File: config.mk
export PLATFORM = sky130hd
export DESIGN_NAME = sdram_cmd_monitor
export DESIGN_NICKNAME = d
export VERILOG_FILES = /design/src/rtl/sdm_pkg.sv /design/src/rtl/sdm_cmd_decode.sv /design/src/rtl/sdm_bank_fsm.sv /design/src/rtl/sdm_dev_fsm.sv /design/src/rtl/sdm_rule_check.sv /design/src/rtl/sdram_cmd_monitor.sv
export SDC_FILE = /design/constraint.sdc
export NUM_CORES = 1
export LEC_CHECK = 0
export ABC_AREA = 1
export BUFFER_PORTS_ARGS = -buffer_cell sky130_fd_sc_hd__buf_2
export CORE_MARGIN = 5
export CORE_UTILIZATION = 25
export CTS_CLUSTER_SIZE = 16
export DETAILED_ROUTE_END_ITERATION = 16
export GPL_TIMING_DRIVEN = 1
export PLACE_DENSITY = 0.38
export SLEW_MARGIN = 20
export SYNTH_ARGS = -nofsm -noshare
export SYNTH_HDL_FRONTEND = slang
export SYNTH_SLANG_ARGS = --single-unit
export TNS_END_PERCENT = 100
File: constraint.sdc
create_clock -name clk -period 2.6 [get_ports clk]
set_clock_uncertainty 0.15 [all_clocks]
set_input_delay 0.52 -clock clk [delete_from_list [all_inputs] [get_ports clk]]
set_output_delay 0.52 -clock clk [all_outputs]
set_load 0.1 [all_outputs]
File: src/rtl/sdm_pkg.sv
package sdm_pkg;

    typedef enum logic [3:0] {
        CMD_NOP    = 4'd0,
        CMD_ACT    = 4'd1,
        CMD_READ   = 4'd2,
        CMD_READA  = 4'd3,
        CMD_WRITE  = 4'd4,
        CMD_WRITEA = 4'd5,
        CMD_PRE    = 4'd6,
        CMD_PREA   = 4'd7,
        CMD_TBST   = 4'd8,
        CMD_REF    = 4'd9,
        CMD_MRS    = 4'd10
    } cmd_e;

    typedef enum logic [2:0] {
        BK_IDLE    = 3'd0,
        BK_OPENING = 3'd1,
        BK_OPEN    = 3'd2,
        BK_RD      = 3'd3,
        BK_WR      = 3'd4,
        BK_RD_AP   = 3'd5,
        BK_WR_AP   = 3'd6,
        BK_CLOSING = 3'd7
    } bank_e;

    typedef enum logic [1:0] {
        DV_READY   = 2'd0,
        DV_REFRESH = 2'd1,
        DV_MODESET = 2'd2
    } dev_e;

    typedef enum logic [1:0] {
        RSN_NONE    = 2'd0,
        RSN_BANK    = 2'd1,
        RSN_ALLIDLE = 2'd2,
        RSN_TIMING  = 2'd3
    } rsn_e;

    // Round a nanosecond wait up to whole clock cycles, never below one.
    function automatic int ns2cyc(input int ns, input int per);
        int c;
        c = (ns + per - 1) / per;
        return (c < 1) ? 1 : c;
    endfunction

    function automatic int imax(input int a, input int b);
        return (a > b) ? a : b;
    endfunction

endpackage

File: src/rtl/sdm_cmd_decode.sv
module sdm_cmd_decode
    import sdm_pkg::*;
(
    input  logic cs_n,
    input  logic ras_n,
    input  logic cas_n,
    input  logic we_n,
    input  logic cke,
    input  logic a10,
    output cmd_e cmd_o
);

    always_comb begin
        cmd_o = CMD_NOP;
        if (cke && !cs_n) begin
            unique case ({ras_n, cas_n, we_n})
                3'b111:  cmd_o = CMD_NOP;
                3'b011:  cmd_o = CMD_ACT;
                3'b010:  cmd_o = a10 ? CMD_PREA : CMD_PRE;
                3'b101:  cmd_o = a10 ? CMD_READA : CMD_READ;
                3'b100:  cmd_o = a10 ? CMD_WRITEA : CMD_WRITE;
                3'b110:  cmd_o = CMD_TBST;
                3'b001:  cmd_o = CMD_REF;
                default: cmd_o = CMD_MRS;
            endcase
        end
    end

endmodule

File: src/rtl/sdm_bank_fsm.sv
module sdm_bank_fsm
    import sdm_pkg::*;
#(
    parameter int TRCD_C = 2,
    parameter int TRP_C  = 2,
    parameter int TRAS_C = 5,
    parameter int BL     = 4,
    parameter int CW     = 4
) (
    input  logic  clk,
    input  logic  rst_n,
    input  cmd_e  cmd_i,
    input  logic  hit_i,
    input  logic  accept_i,
    output bank_e st_o,
    output logic  ras_ok_o
);

    localparam logic [CW-1:0] LD_RCD = CW'(TRCD_C - 1);
    localparam logic [CW-1:0] LD_RP  = CW'(TRP_C - 1);
    localparam logic [CW-1:0] LD_RPF = CW'(TRP_C);
    localparam logic [CW-1:0] LD_RAS = CW'(TRAS_C - 1);
    localparam logic [CW-1:0] LD_BL  = CW'(BL - 1);
    localparam logic [CW-1:0] ONE    = CW'(1);

    bank_e         st, st_n;
    logic [CW-1:0] cnt, cnt_n;
    logic [CW-1:0] ras, ras_n;
    logic          is_ap;
    logic          is_rd;

    assign st_o     = st;
    assign ras_ok_o = (ras == '0);
    assign is_ap    = (cmd_i == CMD_READA) || (cmd_i == CMD_WRITEA);
    assign is_rd    = (cmd_i == CMD_READ)  || (cmd_i == CMD_READA);

    // State register
    always_ff @(posedge clk or negedge rst_n) begin
        if (!rst_n) begin
            st  <= BK_IDLE;
            cnt <= '0;
            ras <= '0;
        end else begin
            st  <= st_n;
            cnt <= cnt_n;
            ras <= ras_n;
        end
    end

    // Next state: timers first, then an accepted command overrides
    always_comb begin
        st_n  = st;
        cnt_n = cnt;
        ras_n = (ras != '0) ? ras - ONE : ras;

        unique case (st)
            BK_OPENING: if (cnt <= ONE) st_n = BK_OPEN;    else cnt_n = cnt - ONE;
            BK_CLOSING: if (cnt <= ONE) st_n = BK_IDLE;    else cnt_n = cnt - ONE;
            BK_RD, BK_WR: if (cnt <= ONE) st_n = BK_OPEN;  else cnt_n = cnt - ONE;
            BK_RD_AP, BK_WR_AP: begin
                if (cnt <= ONE) begin
                    st_n  = BK_CLOSING;
                    cnt_n = LD_RPF;
                end else begin
                    cnt_n = cnt - ONE;
                end
            end
            default: ;
        endcase

        if (accept_i && hit_i) begin
            unique case (cmd_i)
                CMD_ACT: begin
                    if (st == BK_IDLE) begin
                        st_n  = (TRCD_C > 1) ? BK_OPENING : BK_OPEN;
                        cnt_n = LD_RCD;
                        ras_n = LD_RAS;
                    end
                end
                CMD_READ, CMD_READA, CMD_WRITE, CMD_WRITEA: begin
                    if (st inside {BK_OPEN, BK_RD, BK_WR}) begin
                        if (BL > 1) begin
                            st_n  = is_ap ? (is_rd ? BK_RD_AP : BK_WR_AP)
                                          : (is_rd ? BK_RD : BK_WR);
                            cnt_n = LD_BL;
                        end else if (is_ap) begin
                            st_n  = BK_CLOSING;
                            cnt_n = LD_RPF;
                        end else begin
                            st_n  = BK_OPEN;
                        end
                    end
                end
                CMD_PRE, CMD_PREA: begin
                    if (st inside {BK_OPEN, BK_RD, BK_WR}) begin
                        st_n  = (TRP_C > 1) ? BK_CLOSING : BK_IDLE;
                        cnt_n = LD_RP;
                    end
                end
                CMD_TBST: begin
                    if (st inside {BK_RD, BK_WR}) st_n = BK_OPEN;
                end
                default: ;
            endcase
        end
    end


    idle_exit_chk: assert property (@(posedge clk) disable iff (!rst_n)
        st == BK_IDLE |=> st inside {BK_IDLE, BK_OPENING, BK_OPEN});


    rd_entry_chk: assert property (@(posedge clk) disable iff (!rst_n)
        $rose(st == BK_RD) |-> $past(st) inside {BK_OPEN, BK_WR});


    close_exit_chk: assert property (@(posedge clk) disable iff (!rst_n)
        st == BK_CLOSING |=> st inside {BK_CLOSING, BK_IDLE});

endmodule

File: src/rtl/sdm_dev_fsm.sv
module sdm_dev_fsm
    import sdm_pkg::*;
#(
    parameter int TRC_C  = 7,
    parameter int TRSC_C = 2,
    parameter int CW     = 4
) (
    input  logic clk,
    input  logic rst_n,
    input  cmd_e cmd_i,
    input  logic accept_i,
    output dev_e st_o
);

    localparam logic [CW-1:0] LD_RC  = CW'(TRC_C - 1);
    localparam logic [CW-1:0] LD_RSC = CW'(TRSC_C - 1);
    localparam logic [CW-1:0] ONE    = CW'(1);

    dev_e          st, st_n;
    logic [CW-1:0] cnt, cnt_n;

    assign st_o = st;

    always_ff @(posedge clk or negedge rst_n) begin
        if (!rst_n) begin
            st  <= DV_READY;
            cnt <= '0;
        end else begin
            st  <= st_n;
            cnt <= cnt_n;
        end
    end

    always_comb begin
        st_n  = st;
        cnt_n = cnt;
        unique case (st)
            DV_READY: begin
                if (accept_i && cmd_i == CMD_REF && TRC_C > 1) begin
                    st_n  = DV_REFRESH;
                    cnt_n = LD_RC;
                end else if (accept_i && cmd_i == CMD_MRS && TRSC_C > 1) begin
                    st_n  = DV_MODESET;
                    cnt_n = LD_RSC;
                end
            end
            DV_REFRESH, DV_MODESET: begin
                if (cnt <= ONE) st_n = DV_READY;
                else            cnt_n = cnt - ONE;
            end
            default: st_n = DV_READY;
        endcase
    end


    busy_exit_chk: assert property (@(posedge clk) disable iff (!rst_n)
        st == DV_REFRESH |=> st inside {DV_REFRESH, DV_READY});

endmodule

File: src/rtl/sdm_rule_check.sv
module sdm_rule_check
    import sdm_pkg::*;
#(
    parameter int NB  = 4,
    parameter int BAW = 2
) (
    input  cmd_e           cmd_i,
    input  logic [BAW-1:0] ba_i,
    input  bank_e          bst_i [NB],
    input  logic [NB-1:0]  ras_ok_i,
    input  dev_e           dev_i,
    output logic           illegal_o,
    output rsn_e           reason_o
);

    function automatic rsn_e bank_rule(input cmd_e c, input bank_e s, input logic rok);
        rsn_e r;
        r = RSN_NONE;
        case (c)
            CMD_ACT: begin
                if (s inside {BK_OPENING, BK_CLOSING}) r = RSN_TIMING;
                else if (s != BK_IDLE)                 r = RSN_BANK;
            end
            CMD_READ, CMD_READA, CMD_WRITE, CMD_WRITEA, CMD_TBST: begin
                if (s inside {BK_OPENING, BK_CLOSING})          r = RSN_TIMING;
                else if (!(s inside {BK_OPEN, BK_RD, BK_WR}))   r = RSN_BANK;
            end
            CMD_PRE, CMD_PREA: begin
                if (s == BK_OPENING)                            r = RSN_TIMING;
                else if (s inside {BK_RD_AP, BK_WR_AP})         r = RSN_BANK;
                else if (s inside {BK_OPEN, BK_RD, BK_WR} && !rok) r = RSN_TIMING;
            end
            default: r = RSN_NONE;
        endcase
        return r;
    endfunction

    logic any_busy_bank;
    logic prea_t, prea_b;
    rsn_e r_b;

    always_comb begin
        any_busy_bank = 1'b0;
        prea_t        = 1'b0;
        prea_b        = 1'b0;
        for (int b = 0; b < NB; b++) begin
            if (bst_i[b] != BK_IDLE) any_busy_bank = 1'b1;
            r_b = bank_rule(CMD_PREA, bst_i[b], ras_ok_i[b]);
            if (r_b == RSN_TIMING) prea_t = 1'b1;
            if (r_b == RSN_BANK)   prea_b = 1'b1;
        end
    end

    always_comb begin
        reason_o = RSN_NONE;
        if (cmd_i == CMD_NOP) begin
            reason_o = RSN_NONE;
        end else if (dev_i != DV_READY) begin
            reason_o = RSN_TIMING;
        end else if (cmd_i == CMD_REF || cmd_i == CMD_MRS) begin
            reason_o = any_busy_bank ? RSN_ALLIDLE : RSN_NONE;
        end else if (cmd_i == CMD_PREA) begin
            reason_o = prea_t ? RSN_TIMING : (prea_b ? RSN_BANK : RSN_NONE);
        end else begin
            reason_o = bank_rule(cmd_i, bst_i[ba_i], ras_ok_i[ba_i]);
        end
        illegal_o = (reason_o != RSN_NONE);
    end

endmodule

File: src/rtl/sdram_cmd_monitor.sv
module sdram_cmd_monitor
    import sdm_pkg::*;
#(
    parameter int NUM_BANKS = 4,
    parameter int CLK_NS    = 10,
    parameter int TRCD_NS   = 20,
    parameter int TRP_NS    = 20,
    parameter int TRAS_NS   = 50,
    parameter int TRC_NS    = 70,
    parameter int TRSC_NS   = 20,
    parameter int BURST_LEN = 4
) (
    input  logic                         clk,
    input  logic                         rst_n,
    input  logic                         cs_n,
    input  logic                         ras_n,
    input  logic                         cas_n,
    input  logic                         we_n,
    input  logic                         cke,
    input  logic [$clog2(NUM_BANKS)-1:0] ba,
    input  logic                         a10,
    output logic [3:0]                   cmd_code_o,
    output logic [3*NUM_BANKS-1:0]       bank_state_o,
    output logic [1:0]                   dev_state_o,
    output logic                         illegal_o,
    output logic [1:0]                   reason_o
);

    localparam int BAW    = $clog2(NUM_BANKS);
    localparam int TRCD_C = ns2cyc(TRCD_NS, CLK_NS);
    localparam int TRP_C  = ns2cyc(TRP_NS, CLK_NS);
    localparam int TRAS_C = ns2cyc(TRAS_NS, CLK_NS);
    localparam int TRC_C  = ns2cyc(TRC_NS, CLK_NS);
    localparam int TRSC_C = ns2cyc(TRSC_NS, CLK_NS);
    localparam int MAXC   = imax(imax(imax(TRCD_C, TRP_C), imax(TRAS_C, TRC_C)),
                                 imax(TRSC_C, BURST_LEN));
    localparam int CW     = $clog2(MAXC + 2);

    cmd_e                 cmd;
    bank_e                bst [NUM_BANKS];
    logic [NUM_BANKS-1:0] ras_ok;
    dev_e                 dev_st;
    logic                 illegal_c;
    rsn_e                 reason_c;
    logic                 all_idle;

    sdm_cmd_decode u_dec (
        .cs_n  (cs_n),
        .ras_n (ras_n),
        .cas_n (cas_n),
        .we_n  (we_n),
        .cke   (cke),
        .a10   (a10),
        .cmd_o (cmd)
    );

    sdm_rule_check #(.NB(NUM_BANKS), .BAW(BAW)) u_rules (
        .cmd_i     (cmd),
        .ba_i      (ba),
        .bst_i     (bst),
        .ras_ok_i  (ras_ok),
        .dev_i     (dev_st),
        .illegal_o (illegal_c),
        .reason_o  (reason_c)
    );

    for (genvar g = 0; g < NUM_BANKS; g++) begin : g_bank
        sdm_bank_fsm #(
            .TRCD_C (TRCD_C),
            .TRP_C  (TRP_C),
            .TRAS_C (TRAS_C),
            .BL     (BURST_LEN),
            .CW     (CW)
        ) u_bank (
            .clk      (clk),
            .rst_n    (rst_n),
            .cmd_i    (cmd),
            .hit_i    ((ba == BAW'(g)) || (cmd == CMD_PREA)),
            .accept_i (!illegal_c),
            .st_o     (bst[g]),
            .ras_ok_o (ras_ok[g])
        );
        assign bank_state_o[3*g +: 3] = bst[g];
    end

    sdm_dev_fsm #(.TRC_C(TRC_C), .TRSC_C(TRSC_C), .CW(CW)) u_dev (
        .clk      (clk),
        .rst_n    (rst_n),
        .cmd_i    (cmd),
        .accept_i (!illegal_c),
        .st_o     (dev_st)
    );

    assign dev_state_o = dev_st;

    // Output register
    always_ff @(posedge clk or negedge rst_n) begin
        if (!rst_n) begin
            cmd_code_o <= CMD_NOP;
            illegal_o  <= 1'b0;
            reason_o   <= RSN_NONE;
        end else begin
            cmd_code_o <= cmd;
            illegal_o  <= illegal_c;
            reason_o   <= reason_c;
        end
    end

    always_comb begin
        all_idle = 1'b1;
        for (int b = 0; b < NUM_BANKS; b++) begin
            if (bst[b] != BK_IDLE) all_idle = 1'b0;
        end
    end


    busy_all_idle_chk: assert property (@(posedge clk) disable iff (!rst_n)
        dev_st != DV_READY |-> all_idle);


    nop_never_flagged_chk: assert property (@(posedge clk) disable iff (!rst_n)
        cmd_code_o == CMD_NOP |-> !illegal_o);


    flag_has_reason_chk: assert property (@(posedge clk) disable iff (!rst_n)
        illegal_o |-> reason_o != RSN_NONE);

endmodule

Word-level counts from Yosys, hierarchy flattened

Index checks and enable logic that the tools add are counted.

Bits in registers: 57
Input bits: 10
Output and inout bits: 21
Word-level logic and storage cells: 332

Add/subtract/negate cells: 9
Order comparisons: 7
Eq/ne operators: 68
Muxes and demuxes: 148
Bitwise operators: 1
Reductions and logical operators: 82

Operators by type and width:

| kind                  | count |
|---|---|
| $mux W4               | 44 |
| $mux W3               | 36 |
| $eq A3 B3 Y1 const B  | 24 |
| $mux W2               | 27 |
| $pmux W3 S4           | 4 |
| $pmux W4 S3           | 4 |
| $pmux W4 S2           | 5 |
| $eq A3 B2 Y1 const B  | 12 |
| $pmux W3 S3           | 4 |
| $sub A4 B1 Y4 const B | 9 |
| $reduce_bool A3 Y1    | 10 |
| $pmux W4 S7           | 1 |
| $reduce_bool A2 Y1    | 13 |
| $le A4 B1 Y1 const B  | 5 |
| $logic_not A4 Y1      | 5 |
| $reduce_or A4 Y1      | 5 |
| $mux W1               | 19 |
| $eq A3 B1 Y1 const B  | 6 |
| $eq A4 B3 Y1 const B  | 4 |
| $reduce_bool A4 Y1    | 4 |
| $eq A2 B2 Y1 const B  | 7 |
| $eq A2 B1 Y1 const B  | 6 |
| $eq A4 B4 Y1 const B  | 3 |
| $logic_and A1 B1 Y1   | 12 |
| 21 further kinds      | 46 |

Logic depth before layout (Yosys ltp)

Gate-level depths: netlist of run 1.

Depth in word-level cells: 23
Depth in mapped cells: 21

Cells and area by module

A second synthesis of run 1 with hierarchy kept.

Cells, all modules: 822
Area total of the unflattened synthesis: 5081.1 um^2

Modules (own cells, without submodules):

| module                              | times used | cells an instance | area an instance (um^2) |
|---|---|---|---|
| sdm_bank_fsm (g_bank[1].u_bank ...) | 2          | 143               | 909.6 |
| sdm_bank_fsm (g_bank[3].u_bank)     | 1          | 153               | 953.4 |
| sdm_bank_fsm (g_bank[0].u_bank)     | 1          | 148               | 934.6 |
| sdm_rule_check                      | 1          | 126               | 584.3 |
| sdm_dev_fsm                         | 1          | 67                | 462.9 |
| sdram_cmd_monitor                   | 1          | 23                | 240.2 |
| sdm_cmd_decode                      | 1          | 19                | 86.3 |

Worst setup path before layout of run 1

Ideal clock, no wire load.

Path type: reg2reg
Start: register g_bank[3].u_bank.st[2]
End: register g_bank[2].u_bank.cnt[0]
Setup time: 0.126 ns
Data arrival time: 2.572 ns
Data required time: 2.324 ns
Setup slack: -0.248 ns
Cell stages (with the launch flop): 20
Cells stage by stage: dfrtp_1 > clkbuf_1 > nor2_1 > nand2_1 > nand2_1 > nor3_1 > nand3_1 > nor2_1 > nand2_1 > nand2_1 > nand2_1 > nand2_1 > nand2_1 > nand2_2 > nand2_4 > nor2_2 > buf_4 > nand2_2 > nand2_1 > nand3_1

Longest elaborated chain between the ends: 18
Elaborated cells between the ends (all ways): 52
Classes of those cells: 15 x eq/ne; 25 x mux; 12 x reduce/logical

Ends and longest elaborated chain:

| item                                                                        | RTL line                                                         | text |
|---|---|---|
| start: declaration                                                          | sdm_bank_fsm.sv:26                                               | `bank_e st, st_n;` |
| start signal: assignment                                                    | sdm_bank_fsm.sv:44                                               | `st <= st_n;` |
| $bmux W3 S2 (tied with other cells)                                         | sdm_rule_check.sv:65                                             | `reason_o = bank_rule(cmd_i, bst_i[ba_i], ras_ok_i[ba_i]);` |
| $mux W3 (implied by the code) / $reduce_bool A3 Y1 (equally long branches)  | sdm_rule_check.sv:65, sdm_rule_check.sv:31                       |  |
| $mux W3 (implied by the code) / $logic_and A1 B1 Y1 (equally long branches) | sdm_rule_check.sv:65, sdm_rule_check.sv:31                       |  |
| $eq A3 B2 Y1 (tied with other cells)                                        | sdm_rule_check.sv:26, sdm_rule_check.sv:31                       |  |
| $reduce_bool A3 Y1 / $mux W2 (equally long branches)                        | sdm_rule_check.sv:26, sdm_rule_check.sv:31, sdm_rule_check.sv:30 |  |
| $logic_and A1 B1 Y1 / $mux W2 (equally long branches)                       | sdm_rule_check.sv:31, sdm_rule_check.sv:29                       |  |
| $mux W2 / $eq A2 B1 Y1 (equally long branches)                              | sdm_rule_check.sv:31, sdm_rule_check.sv:50                       |  |
| $mux W2 / $mux W1 (equally long branches)                                   | sdm_rule_check.sv:30, sdm_rule_check.sv:50                       |  |
| [... 4 more ...]                                                            | -                                                                |  |
| $mux W2 (*)                                                                 | sdm_rule_check.sv:58                                             | `end else if (dev_i != DV_READY) begin` |
| $mux W2 (*)                                                                 | sdm_rule_check.sv:56                                             | `if (cmd_i == CMD_NOP) begin` |
| $reduce_bool A2 Y1 (*)                                                      | sdm_rule_check.sv:67                                             | `illegal_o = (reason_o != RSN_NONE);` |
| named net illegal_c                                                         | sdram_cmd_monitor.sv:43                                          | `logic illegal_c;` |
| $logic_not A1 Y1 (*)                                                        | sdram_cmd_monitor.sv:79                                          | `.accept_i (!illegal_c),` |
| $logic_and A1 B1 Y1 (*)                                                     | sdm_bank_fsm.sv:71                                               | `if (accept_i && hit_i) begin` |
| $mux W4 (*)                                                                 | sdm_bank_fsm.sv:71                                               |  |
| named net g_bank[2].u_bank.cnt_n[0]                                         | sdm_bank_fsm.sv:27                                               | `logic [CW-1:0] cnt, cnt_n;` |
| end signal: assignment                                                      | sdm_bank_fsm.sv:45                                               | `cnt <= cnt_n;` |
| end: declaration                                                            | sdm_bank_fsm.sv:27                                               |  |

The timed path passes the listed nets; every way through them passes the cells marked *. The select of a mux whose other input is x is not followed.
A chain may end at the register's enable or synchronous reset.

Worst setup path in the final report of run 1

Start: register g_bank[2].u_bank.ras[1]
End: register g_bank[3].u_bank.cnt[0]

Longest elaborated chain between the ends: 19
Elaborated cells between the ends (all ways): 30
Classes of those cells: 2 x eq/ne; 20 x mux; 8 x reduce/logical

Ends and longest elaborated chain:

| item                                | RTL line                | text |
|---|---|---|
| start: declaration                  | sdm_bank_fsm.sv:28      | `logic [CW-1:0] ras, ras_n;` |
| start signal: assignment            | sdm_bank_fsm.sv:46      | `ras <= ras_n;` |
| $logic_not A4 Y1 (*)                | sdm_bank_fsm.sv:33      | `assign ras_ok_o = (ras == '0);` |
| $logic_not A1 Y1                    | sdm_rule_check.sv:31    | `else if (s inside {BK_OPEN, BK_RD, BK_WR} && !rok) r = RSN_TIMING;` |
| $logic_and A1 B1 Y1                 | sdm_rule_check.sv:31    |  |
| $mux W2                             | sdm_rule_check.sv:31    |  |
| $mux W2                             | sdm_rule_check.sv:30    | `else if (s inside {BK_RD_AP, BK_WR_AP}) r = RSN_BANK;` |
| $mux W2                             | sdm_rule_check.sv:29    | `if (s == BK_OPENING) r = RSN_TIMING;` |
| $eq A2 B1 Y1                        | sdm_rule_check.sv:50    | `if (r_b == RSN_BANK) prea_b = 1'b1;` |
| $mux W1 (2 in series)               | sdm_rule_check.sv:50    |  |
| [... 4 more ...]                    | -                       |  |
| $mux W2 (*)                         | sdm_rule_check.sv:58    |  |
| $mux W2 (*)                         | sdm_rule_check.sv:56    |  |
| $reduce_bool A2 Y1 (*)              | sdm_rule_check.sv:67    |  |
| named net illegal_c                 | sdram_cmd_monitor.sv:43 |  |
| $logic_not A1 Y1 (*)                | sdram_cmd_monitor.sv:79 |  |
| $logic_and A1 B1 Y1 (*)             | sdm_bank_fsm.sv:71      |  |
| $mux W4 (*)                         | sdm_bank_fsm.sv:71      |  |
| named net g_bank[3].u_bank.cnt_n[0] | sdm_bank_fsm.sv:27      |  |
| end signal: assignment              | sdm_bank_fsm.sv:45      |  |
| end: declaration                    | sdm_bank_fsm.sv:27      |  |

Marks and branches as above.

==> results of run 1 <==
==> metrics by stage <==
stage               total power, mW  instances
floorplan                      5.24        716
global placement               6.78       1069
detailed placement             6.82       1069
CTS                            8.31       1085
global route                   9.40       1098
finish                         8.62       1098
==> Yosys cell counts (all sizes together) (4+ instances only) <==
cell	count	area share
a21oi	30	0.035
dfrtp	57	0.31
nand4	4	0.0054
o21ai	73	0.079
nand2	201	0.17
nor3	10	0.011
nand3	47	0.054
a31oi	8	0.011
o211ai	16	0.026
inv	116	0.093
clkbuf	4	0.0032
a32oi	10	0.019
nor2	88	0.080
buf	6	0.0099
ha	21	0.056
==> cells by family after synthesis <==
group / share of synthesized area
AO/OA/AOI/OAI: 0.194
XOR/XNOR: 0.00752
adder cells (fa/ha/maj): 0.0564
buffers and inverters: 0.107
flip-flops: 0.306
multiplexers: 0.00215
AND/OR/NAND/NOR: 0.327
==> repair_timing <==
item | in CTS | in global routing
buffers inserted | 0 | 12
resized for setup | 0 | 60
hold buffers | 0 | 0
setup endpoints to repair | 0 | 50
==> state kept, by name, indices dropped and copies added, names as in the netlist <==
register	count
g_bank.u_bank.cnt	16
cmd_code_o	4
illegal_o	1
u_dev.cnt	4
g_bank.u_bank.ras	16
u_dev.st_o	2
g_bank.u_bank.st_o	12
reason_o	2
==> cell type report <==
| cell class | count | area [µm²] |
|---|---|---|
| Clock buffer | 10 | 239 |
| Timing Repair Buffer | 142 | 1060 |
| Sequential cell | 57 | 1440 |
| Inverter | 116 | 435 |
| Tap cell | 234 | 293 |
| Clock inverter | 6 | 114 |
| Fill cell | 2030 | 12000 |
| Multi-Input combinational cell | 533 | 2890 |
==> power breakdown <==
| group | leakage, nW | internal (mW) | switching (mW) |
|---|---|---|---|
| clock network | 0.165 | 0.965 | 0.463 |
| registers | 0.687 | 1.33 | 0.417 |
| logic | 2.51 | 1.92 | 3.53 |
==> how the worst max path moves through the flow <==
stage | start | end | depth (start not counted)
after floorplan | g_bank[3].u_bank.st_o[2] | g_bank[2].u_bank.cnt[0] | 17
after global placement | ba[0] | g_bank[1].u_bank.st_o[0] | 18
after detailed placement | ba[1] | g_bank[2].u_bank.ras[0] | 20
after CTS | g_bank[1].u_bank.ras[0] | g_bank[2].u_bank.ras[3] | 20
after global routing | g_bank[2].u_bank.ras[1] | g_bank[3].u_bank.st_o[1] | 21
final | g_bank[2].u_bank.ras[1] | g_bank[3].u_bank.cnt[0] | 21
==> per-layer routing <==
| metal | routed length, µm | vias to the layer above | part of all wire | GRT usage |
|---|---|---|---|---|
| li1 | - | 2643 | - | - |
| met4 | 345 | 0 | 0.022 | 0.0489 |
| met5 | 0 | - | 0 | 0 |
| met3 | 525 | 18 | 0.034 | 0.0267 |
| met2 | 7230 | 89 | 0.47 | 0.231 |
| met1 | 7240 | 2350 | 0.47 | 0.188 |
==> results by group, run 1 <==
Status
  • Status: completed

CTS
  • CTS root buf: clkbuf_16
  • Clk_lat worst skew: 340 ps
  • Clock buffer depth: 2
  • H-tree Lvls: 3
  • Clock sinks: 57
  • Cts bufs inserted: 9
  • CTS clk-pin slew, worst paths: 60 ps
  • CTS tree: done

Yosys
  • Post-synth top flop: dfrtp_1
  • Synth Register Bits: 57
  • Syn Inst Count: 716
  • Synth cell types: 39
  • Post-synth EDFFs: 0
  • Post-synth net total: 747
  • Seq/Total Area, Yosys: 0.306
  • Post-Synthesis Cell Area: 4660 µm²
  • Synth warnings: 0
  • Avg Inst Size Synth: 6.51 µm²
  • Post-synth ARST share: 1.00

Timing
  • Unrepaired setup endpoints after global routing: yes
  • Final WS setup: 141 ps
  • Fmax: 407 MHz
  • Fin Hold WS: 29.3 ps
  • Pins Over Slew Limit: 0
  • Final worst path period share: 0.946
  • Setup Viol. Count Final: 0
  • Worst Tran Pin Value: 587 ps
  • Hold Violations, Final: 0
  • Final min period: 2460 ps
  • Max transition margin: 0.608
  • Setup tns final: 0 ps

Global route
  • Initial antenna violation count: 0
  • Vias in the first global route: 4842
  • Global Route Usage Sum: 0.142
  • Grt total ovfl: 0
  • Largest net degree at the start of global routing: 37
  • First-pass GRT wire length: 24.6 mm

Setup path
  • Max incr delay on CP: 380 ps
  • CP dominant cell by count: nand2_2
  • Worst Path Arrival: 2580 ps
  • R2r startpoint: g_bank[2].u_bank.ras[1]
  • Crit. End Element: register
  • Largest fanout on the critical path: 6
  • Worst Path Buf+Inv: 4
  • R2r endpoint: g_bank[3].u_bank.cnt[0]
  • Worst-path cell chain: inv_2, ha_4, nand2_2, nor2_1, buf_4, nand2_2, nand2_2, nor2_2, nand3_1, nand2_1, nand2_1, nand3_1, nand2_1, nand2_1, nand2_2, nand2_4, a21oi_4, buf_12, buf_6, nand2_2, o21ai_1
  • Slowest CP cell: dfrtp_1
  • Path depth of the worst reg2reg path: 21
  • Crit-path leading delay family: simple AND/OR/NAND/NOR gates
  • R2r setup slk: 140 ps
  • CP required: 2720 ps
  • Worst setup SP type: register
  • Setup CP Type: register to register

Routing
  • Final wirelength: 15.3 mm
  • DR vias: 5100
  • Vias per cell: 4.64
  • Iter 0 DRT Violations: 280
  • Drt drc: 0
  • Final ANT Viol Nets: 0
  • First drt pass iteration count: 5
  • Drt wl/cell: 14.0 µm

Floorplan
  • Initial core utilization: 0.252
  • Core area: 18500 µm²
  • Die ar.: 21500 µm²
  • I/O pin count: 31
  • Die X: 147 µm
  • Chip Height: 147 µm
  • # rows: 50

Pwr
  • Leakage: 3.36 nW
  • Worst vdd ir: 736 µV
  • PD cells: 1330 nW/µm²

Place
  • Worst slack at placement: -132 ps
  • Input/output buffers: 30
  • Placed Area: 5840 µm²
  • Gpl congestion: 0.909
  • DP HPWL: 12.1 mm

Hold path
  • Hold Path Class: input pin to asynchronous set/reset pin

Cells and area
  • Fin area: 6470 µm²
  • Most common cell after layout, fill and taps aside: nand2_1
  • Nets: 890
  • Layout cells sized above 1: 0.292
  • Commonest non-fill, non-tap cells in the layout: nand2_1, buf_4, inv_1
  • Area Growth Syn to Fin: 38.8%
  • ANT cells: 0
  • Final Util: 0.349

Flow run
  • Total of max-cap violations: 0
No activity file was read; power rests on OpenSTA's default activity.
==> run 2: changes to the inputs <==
--- a/config.mk
+++ b/config.mk
@@ -13,6 +13,7 @@
 export DETAILED_ROUTE_END_ITERATION = 16
 export GPL_TIMING_DRIVEN = 1
 export PLACE_DENSITY = 0.38
+export SETUP_SLACK_MARGIN = 0.5
 export SLEW_MARGIN = 20
 export SYNTH_ARGS = -nofsm -noshare
 export SYNTH_HDL_FRONTEND = slang
==> constraint.sdc (replaced) <==
create_clock -name clk -period 2.6 [get_ports clk]
set_clock_uncertainty 0.15 [all_clocks]
set_input_delay 0.52 -clock clk [delete_from_list [all_inputs] [get_ports clk]]
set_output_delay 0.52 -clock clk [all_outputs]
set_load 0.05 [all_outputs]
==> run 2 against run 1 <==
  * Via count is 2.3% higher
  * Clock power decreased by 15%
  * Clock-buffer cell count up 1
  * Non-clock buffer count is 3 lower
  * Critical path depth did not move
  * Cell count down 0.27%
  * Global-route usage rose by 0.96 points
  * Wire length rose by 5.8%
  * Power is 4.9% lower
  * Combinational power down 4.6%
  * Fmax decreased by 3.1%
  * Largest cell class unchanged
  * Largest power group unchanged
  * Highest routed layer unchanged
==> results by group, run 2 (synthesized netlist as in run 1, its figures left out) <==
CTS
  • Hold Buf Count CTS: 0 (unchanged)
  • Clock sinks: 57 (unchanged)
  • Clock buffer depth: 2 (unchanged)
  • CTS root buf: clkbuf_16 (unchanged)
  • H-tree Lvls: 3 (unchanged)
  • CTS tree: done (unchanged)
  • Cts bufs inserted: 9 (unchanged)
  • Clk_lat worst skew: 340 ps (about the same)
  • CTS clk-pin slew, worst paths: 60 ps (about the same)

Cells and area
  • Nets: 887 (was 890)
  • ANT cells: 0 (unchanged)
  • Finished Layout Cells: 1095 (was 1098)
  • Fillers: 1975 (was 2030)
  • Commonest non-fill, non-tap cells in the layout: nand2_1, buf_4, inv_1 (unchanged)
  • Final Util: 0.359 (was 0.349)
  • Area Growth Syn to Fin: 42.6% (was 38.8%)
  • Most common cell after layout, fill and taps aside: nand2_1 (unchanged)
  • Layout cells sized above 1: 0.346 (was 0.292)

Timing
  • Setup tns final: 0 ps (unchanged)
  • Setup Viol. Count Final: 0 (unchanged)
  • Hold Violations, Final: 0 (unchanged)
  • Worst Tran Pin Value: 451 ps (was 587 ps)
  • Fin Hold WS: 36.8 ps (was 29.3 ps)
  • Final min period: 2540 ps (was 2460 ps)
  • Unrepaired setup endpoints after global routing: yes (unchanged)
  • Max transition margin: 0.699 (was 0.608)
  • Pins Over Slew Limit: 0 (unchanged)
  • Fmax: 394 MHz (was 407 MHz)
  • Final worst path period share: 0.976 (was 0.946)

Routing
  • DR vias: 5219 (was 5100)
  • Drt wl/cell: 14.8 µm (was 14.0 µm)
  • Final wirelength: 16.2 mm (was 15.3 mm)
  • Final ANT Viol Nets: 0 (unchanged)
  • Vias per cell: 4.77 (was 4.64)
  • Drt drc: 0 (unchanged)
  • Iter 0 DRT Violations: 285 (was 280)
  • First drt pass iteration count: 4 (was 5)

Floorplan
  • Initial core utilization: 0.252 (unchanged)
  • Chip Height: 147 µm (unchanged)
  • I/O pin count: 31 (unchanged)
  • Die X: 147 µm (unchanged)
  • # rows: 50 (unchanged)
  • Core area: 18500 µm² (unchanged)
  • Die ar.: 21500 µm² (unchanged)

Global route
  • Initial antenna violation count: 0 (unchanged)
  • Vias in the first global route: 5099 (was 4842)
  • Met3 usage: 0.0329 (was 0.0267)
  • Grt total ovfl: 0 (unchanged)
  • First-pass GRT wire length: 26.0 mm (was 24.6 mm)
  • Met2 usage: 0.241 (was 0.231)
  • Grt peak-use layer: met2 (unchanged)
  • Global Route Usage Sum: 0.151 (was 0.142)
  • Met1 Track Usage GR: 0.205 (was 0.188)
  • Largest net degree at the start of global routing: 58 (was 37)

Setup path
  • Setup CP Type: register to register (unchanged)
  • Crit. End Element: register (unchanged)
  • CP required: 2670 ps (was 2720 ps)
  • Largest fanout on the critical path: 7 (was 6)
  • Worst setup SP type: register (unchanged)
  • Worst Path Arrival: 2610 ps (was 2580 ps)

Place
  • Dpl cells: 1063 (was 1069)
  • Input/output buffers: 30 (unchanged)
  • Gpl congestion: 0.898 (was 0.909)
  • DP HPWL: 12.3 mm (was 12.1 mm)

Flow run
  • Total of max-cap violations: 0 (unchanged)

Pwr
  • Overall power: 8.20 mW (was 8.62 mW)
  • Worst vdd ir: 391 µV (was 736 µV)
  • PD cells: 1230 nW/µm² (was 1330 nW/µm²)
  • Leakage: 3.42 nW (was 3.36 nW)

Status
  • Status: completed (unchanged)

Hold path
  • Hold Path Class: input pin to asynchronous set/reset pin (unchanged)
[run 2: cell count changes in the layout (fill, tap and decap cells not counted), sizes merged]
cell    change
buf         -3
inv         -1
bufinv      -2
clkbuf      +1
clkinv      +2
[run 2: per-stage QoR]
step           setup WS (ps)  cell area, µm²
3_3_place_gp            -170            5880
3_5_place_dp            -181            5880
2_1_floorplan            284            4810
4_1_cts                 82.3            6290
5_1_grt                 -112            6650
6_report                62.1            6650
[run 2: area by class of cell]
| type | count | area (µm²) | area share |
|---|---|---|---|
| Clock buffer | 11 | 243 | 0.0365 |
| Clock inverter | 5 | 55.1 | 0.00828 |
| Inverter | 116 | 450 | 0.0678 |
| Multi-Input combinational cell | 533 | 3100 | 0.466 |
| Sequential cell | 57 | 1440 | 0.217 |
| Tap cell | 234 | 293 | 0.0441 |
| Timing Repair Buffer | 139 | 1060 | 0.160 |
[run 2: power by group]
| group | internal (mW) | total [mW] | switching, mW |
|---|---|---|---|
| clock network | 0.764 | 1.21 | 0.446 |
| registers | 1.33 | 1.79 | 0.466 |
| logic | 1.97 | 5.19 | 3.22 |
[run 2: path summary, 6_finish.rpt]
kind,from,endpoint,slack [ps],depth (start not counted)
max in group asynchronous,rst_n,g_bank[0].u_bank.st_o[0],1950,2
min,rst_n,g_bank[3].u_bank.ras[0],40,2
min reg2reg,u_dev.cnt[3],u_dev.cnt[3],360,2
max,g_bank[0].u_bank.ras[0],g_bank[3].u_bank.cnt[1],60,21
max reg2reg,g_bank[0].u_bank.ras[0],g_bank[3].u_bank.cnt[1],60,21
min in group clk,u_dev.cnt[3],u_dev.cnt[3],360,2
[run 2: worst max-delay path, stage by stage (launching register included)]
cell	delay (ps)
dfrtp_1	390
inv_2	90
ha_4	130
nand2_2	70
nor2_2	120
buf_6	120
nand2_1	50
nand2_1	60
nor2_2	40
nand3_1	60
nand2_1	80
nand2_2	100
nand3_2	90
nand2_2	90
nand2_2	60
nand2_4	80
nand2_8	100
a21oi_4	240
buf_12	160
nand2_2	40
nand2_1	50
nand2_1	50
[run 2: what timing repair did]
action,in CTS,in global routing
gates resized for setup,32,78
endpoints found under the setup margin,51,53
pin swaps,5,25
setup buffers,4,11
cloned,0,1
[run 2: per-layer routing]
metal	routed length, µm	up-vias
li1	-	2634
met1	7680	2457
met2	7480	111
met3	782	17
met4	290	0
met5	0	-
